**config.mk**
```make
export PLATFORM = sky130hd
export DESIGN_NAME = pulse_deskew_quad
export DESIGN_NICKNAME = d
export VERILOG_FILES = /design/src/rtl/pulse_deskew_quad.sv
export SDC_FILE = /design/constraint.sdc
export NUM_CORES = 1
export LEC_CHECK = 0
export BUFFER_PORTS_ARGS = -buffer_cell sky130_fd_sc_hd__buf_2
export CORE_ASPECT_RATIO = 1.75
export CORE_UTILIZATION = 46
export DETAILED_ROUTE_END_ITERATION = 8
export PLACE_DENSITY = 0.71
export SLEW_MARGIN = 30
export SYNTH_ARGS = -nofsm -noshare
export SYNTH_HDL_FRONTEND = slang
export SYNTH_SLANG_ARGS = --single-unit
```
**constraint.sdc**
```tcl
create_clock -name clk -period 6.5 [get_ports clk]
set_clock_uncertainty 0.15 [all_clocks]
set_input_delay 0.975 -clock clk [delete_from_list [all_inputs] [get_ports clk]]
set_output_delay 0.975 -clock clk [all_outputs]
set_load 0.03 [all_outputs]
```
**src/rtl/pulse_deskew_quad.sv**
```systemverilog
module pulse_deskew_quad #(
  parameter int NCH   = 4,
  parameter int CW    = 6,
  parameter int FW    = 6,
  parameter int AW    = 7,
  parameter int STEP  = 32,
  parameter int BASE  = 64,
  parameter int DEPTH = 8
) (
  input  logic               clk,
  input  logic               rst_n,
  input  logic               sel_fanout,
  input  logic               common_in,
  input  logic [NCH-1:0]     chan_in,
  input  logic [NCH*CW-1:0]  coarse_code,
  input  logic [NCH-1:0]     fine_en,
  input  logic [NCH*FW-1:0]  fine_code,
  input  logic [NCH-1:0]     fall_en,
  input  logic [NCH*AW-1:0]  fall_code,
  output logic [NCH-1:0]     pulse_out,
  output logic [NCH-1:0]     err_short,
  output logic [NCH-1:0]     err_ovf
);
  localparam int OFS  = 1 << (AW - 1);
  localparam int MAXD = BASE + ((1 << CW) - 1) * STEP + (1 << FW) - 1 + (1 << AW) - 1 - OFS;
  localparam int TW   = $clog2(MAXD + 1) + 1;
  localparam int PW   = $clog2(DEPTH);
  localparam int NW   = $clog2(DEPTH + 1);

  logic [TW-1:0] now;

  always_ff @(posedge clk or negedge rst_n)
    if (!rst_n) now <= '0;
    else        now <= now + 1'b1;

  for (genvar g = 0; g < NCH; g++) begin : g_lane
    logic          src, prev, rise, fall, short_hit, full, push, pop, due;
    logic          out_r, rise_q, s_err, o_err, head_lvl;
    logic [TW-1:0] d_rise, d_fall, ts_r, ts_f, last_r, head_ts, gap, lag;
    logic [TW:0]   q [DEPTH];
    logic [PW-1:0] rp, wp;
    logic [NW-1:0] cnt;

    assign src  = sel_fanout ? common_in : chan_in[g];
    assign rise = src & ~prev;
    assign fall = ~src & prev;

    assign d_rise = TW'(BASE) + TW'(coarse_code[g*CW +: CW]) * TW'(STEP)
                  + (fine_en[g] ? TW'(fine_code[g*FW +: FW]) : '0);
    assign d_fall = d_rise + (fall_en[g] ? TW'(fall_code[g*AW +: AW]) - TW'(OFS) : '0);
    assign ts_r   = now + d_rise;
    assign ts_f   = now + d_fall;

    assign gap       = last_r - ts_f;
    assign short_hit = fall & rise_q & ~gap[TW-1];
    assign full      = cnt == NW'(DEPTH);
    assign push      = (rise | (fall & ~short_hit)) & ~full;

    assign {head_lvl, head_ts} = q[rp];
    assign lag = now - head_ts;
    assign due = (cnt != '0) & ~lag[TW-1];
    assign pop = due & ~(short_hit & (cnt == NW'(1)));

    always_ff @(posedge clk)
      if (push) q[wp] <= {rise, rise ? ts_r : ts_f};

    always_ff @(posedge clk or negedge rst_n)
      if (!rst_n) begin
        prev   <= 1'b0;
        rp     <= '0;
        wp     <= '0;
        cnt    <= '0;
        rise_q <= 1'b0;
        last_r <= '0;
        out_r  <= 1'b0;
        s_err  <= 1'b0;
        o_err  <= 1'b0;
      end else begin
        prev <= src;
        if (push)           wp <= wp + 1'b1;
        else if (short_hit) wp <= wp - 1'b1;
        if (pop) begin
          rp    <= rp + 1'b1;
          out_r <= head_lvl;
        end
        cnt <= cnt + NW'(push) - NW'(pop) - NW'(short_hit);
        if (rise) begin
          last_r <= ts_r;
          rise_q <= ~full;
        end else if (fall || (pop && cnt == NW'(1))) begin
          rise_q <= 1'b0;
        end
        s_err <= s_err | short_hit;
        o_err <= o_err | ((rise | (fall & ~short_hit)) & full);
      end

    assign pulse_out[g] = out_r;
    assign err_short[g] = s_err;
    assign err_ovf[g]   = o_err;
  end
endmodule

```
==> impl_metrics.ini <==
[run_status]
status = finished, final reports clean

[timing]
postLayoutSetupSlackWorst_ns = 0.0397
period_share_pct = 99.4
finalHoldViolCount = 0
rsz0062_at_grt = true
fin_crit_ns = 6.46
slew_violations = 0
slew_headroom_pct = 32.7
final.setup.tns_ns = 0
worst_pin_slew_ns = 0.999
whs_ns = 0.187
setup_viol = 0
max_freq_ghz = 0.155

[worst_setup_path]
cp-start-kind = register
slowest_stage = fa_1
path_buf_inv = 4
endpoint_kind = register
critPathArrivalTime_ns = 6.76
cp_top_family = adder cells
cp_max_fo = 9
required_ns = 6.80
criticalPathCategory = reg2reg
slowest_delay_ns = 0.55

[yosys]
ys_seq_area_share_pct = 53.6
synth_cell_types = 80
synth-xor-area-share_pct = 4.25
synthSimpleGateAreaFrac_pct = 8.15
synth-compound-area-share_pct = 7.53
synthMuxAreaShare_pct = 10.6
synthAdderAreaFrac_pct = 13.1
synth-async-reset-ratio_pct = 21.8
synth_top_family_by_area = adder cells
synthCells = 2273
synth_warnings = 0
syn-cell-area_mm2 = 0.0309
synth_fp_nets = 2650
syn_area_per_cell_um2 = 13.6
synth_flop_cell = edfxtp_1
ys_ff_latch = 573
synth-edff-count = 448

[grt]
antenna_found_initial = 1
gr-total-overflow = 0
grt_pass1_vias = 21600
grt_max_degree = 52
grt_pass1_wl_um = 117000
grtUsageTotal_pct = 22.6

[power]
p_int_mw = 9.00
switching_share_pct = 33.6
p_leak_nw = 15.2
p_per_area_mw_per_mm2 = 363
fin_total_pwr_mw = 13.5
p_seq_share_pct = 39.5
p_clk_share_pct = 21.4
combPwrFrac_pct = 39.1
vdd_drop_max_mv = 0.204
power.switching_mw = 4.55

[cts]
holdBufCountCts = 0
clockBufferDepth = 3
cts_buffers = 48
htree_num_levels = 2
path_clk_slew_ns = 0.07
cts_tree = yes
clock_sinks = 573
clk_latency_ns = 0.60
clockRootBuffer = clkbuf_16

[layout]
num_antenna_cells = 0
final_cells = 3582
n_fill_cell = 5201
drive_gt1_share_pct = 28.0
fin_util_pct = 56.1
nets = 3032
area_growth_pct = 20.6
design_area_mm2 = 0.0373

[routing]
wire_per_inst_um = 21.2
drt.antenna.violating_nets = 0
wl_um = 75900
drt_iter0_markers = 1100
dr.pass1.iters = 5
vias = 20100
vias_per_cell = 5.62
drc = 0

[floorplan]
core_area_mm2 = 0.0665
ios = 104
die_w_um = 198
start_util_pct = 46.6
dieArea_mm2 = 0.0684
rows = 125
fp.dieH_um = 345

[job]
maxCapViolations = 0

[placement]
dp_hpwl_um = 56300
gp_congestion = 0.932
place_ws_ns = -0.660
placed_area_mm2 = 0.0351
placed_cells = 3465
port_buffers = 103

[min_path]
hold_class = in2async
[flip-flops by register name, summed over array words and instances, names as in the netlist]
| register | count |
|---|---|
| g_lane.cnt | 16 |
| g_lane.last_r | 52 |
| g_lane.o_err | 4 |
| g_lane.out_r | 4 |
| g_lane.prev | 4 |
| g_lane.q | 448 |
| g_lane.rise_q | 4 |
| g_lane.rp | 12 |
| g_lane.s_err | 4 |
| g_lane.wp | 12 |
| now | 13 |
[layer usage]
layer	up-vias	track usage [%]	part of all wire (%)
li1	9237	-	-
met1	10200	24.5	36
met2	477	42.9	56
met3	192	2.17	3.3
met4	2	11.5	5.2
met5	-	0	0.025
[placed cells by master, fill, tap and decap left out, types with 59 or more instances in the layout]
cell / instances
a21oi_1: 84
buf_2: 99
buf_4: 274
dfrtp_1: 121
edfxtp_1: 448
ha_1: 199
inv_1: 127
mux2i_1: 59
mux4_2: 111
nand2_1: 190
o21ai_0: 74
xnor2_1: 91
[Yosys cell counts, drive strengths merged (48+ instances only)]
master  count  area [um^2]
xnor2      99          875
edfxtp    448        13500
ha        221         2770
o21ai      98          502
a21oi     103          527
a21o       52          390
nand3      48          240
mux2i      61          611
dfrtp     125         3130
nor2       63          236
fa         64         1280
nand2     193          727
inv       137          514
and2       48          300
mux4      112         2530
[final timing paths]
path | end | cells after the start | startpoint | slack [ns]
worst max-delay path | g_lane[3].wp[1] | 30 | now[1] | 0.04
worst min-delay path | g_lane[2].s_err | 1 | rst_n | 0.19
worst max register to register | g_lane[3].wp[1] | 30 | now[1] | 0.04
worst min register to register | g_lane[3].o_err | 1 | g_lane[3].o_err | 0.31
max in group asynchronous | now[1] | 2 | rst_n | 4.95
min in group clk | g_lane[3].o_err | 1 | g_lane[3].o_err | 0.31
[what timing repair did]
action,CTS,global route
endpoints found under the setup margin,4,27
setup buffers,1,29
pin swaps,2,71
gates resized for setup,3,102
[power by group through the flow]
| stage | clock network (mW) | registers, mW | logic, mW |
|---|---|---|---|
| after floorplan | 0 | 5.03 | 3.76 |
| after global placement | 0 | 5.39 | 4.84 |
| after detailed placement | 0 | 5.44 | 5.05 |
| after CTS | 2.95 | 5.36 | 5.09 |
| after global routing | 3.07 | 5.44 | 5.82 |
| final | 2.90 | 5.35 | 5.29 |
[layout make-up]
class	instances	area, um^2	share of cell area, %
flip-flops and latches	573	16600	44.4
well taps	889	1110	2.98
multi-input cells	1484	14300	38.4
clock buffers	66	1310	3.51
clock inverters	22	239	0.640
repair buffers	408	3210	8.61
inverters	140	526	1.41
[logic make-up (layout without fill, tap and decap cells)]
| kind of cell | after synthesis | after routing |
|---|---|---|
| buffers and inverters | 216 | 636 |
| adders and majority gates | 285 | 285 |
| and+or+nand+nor | 503 | 503 |
| xor gates and xnor gates | 146 | 146 |
| AOI/OAI and AO/OA | 365 | 365 |
| muxes | 185 | 185 |
| DFF | 573 | 573 |
No activity file was read; power rests on OpenSTA's default activity.
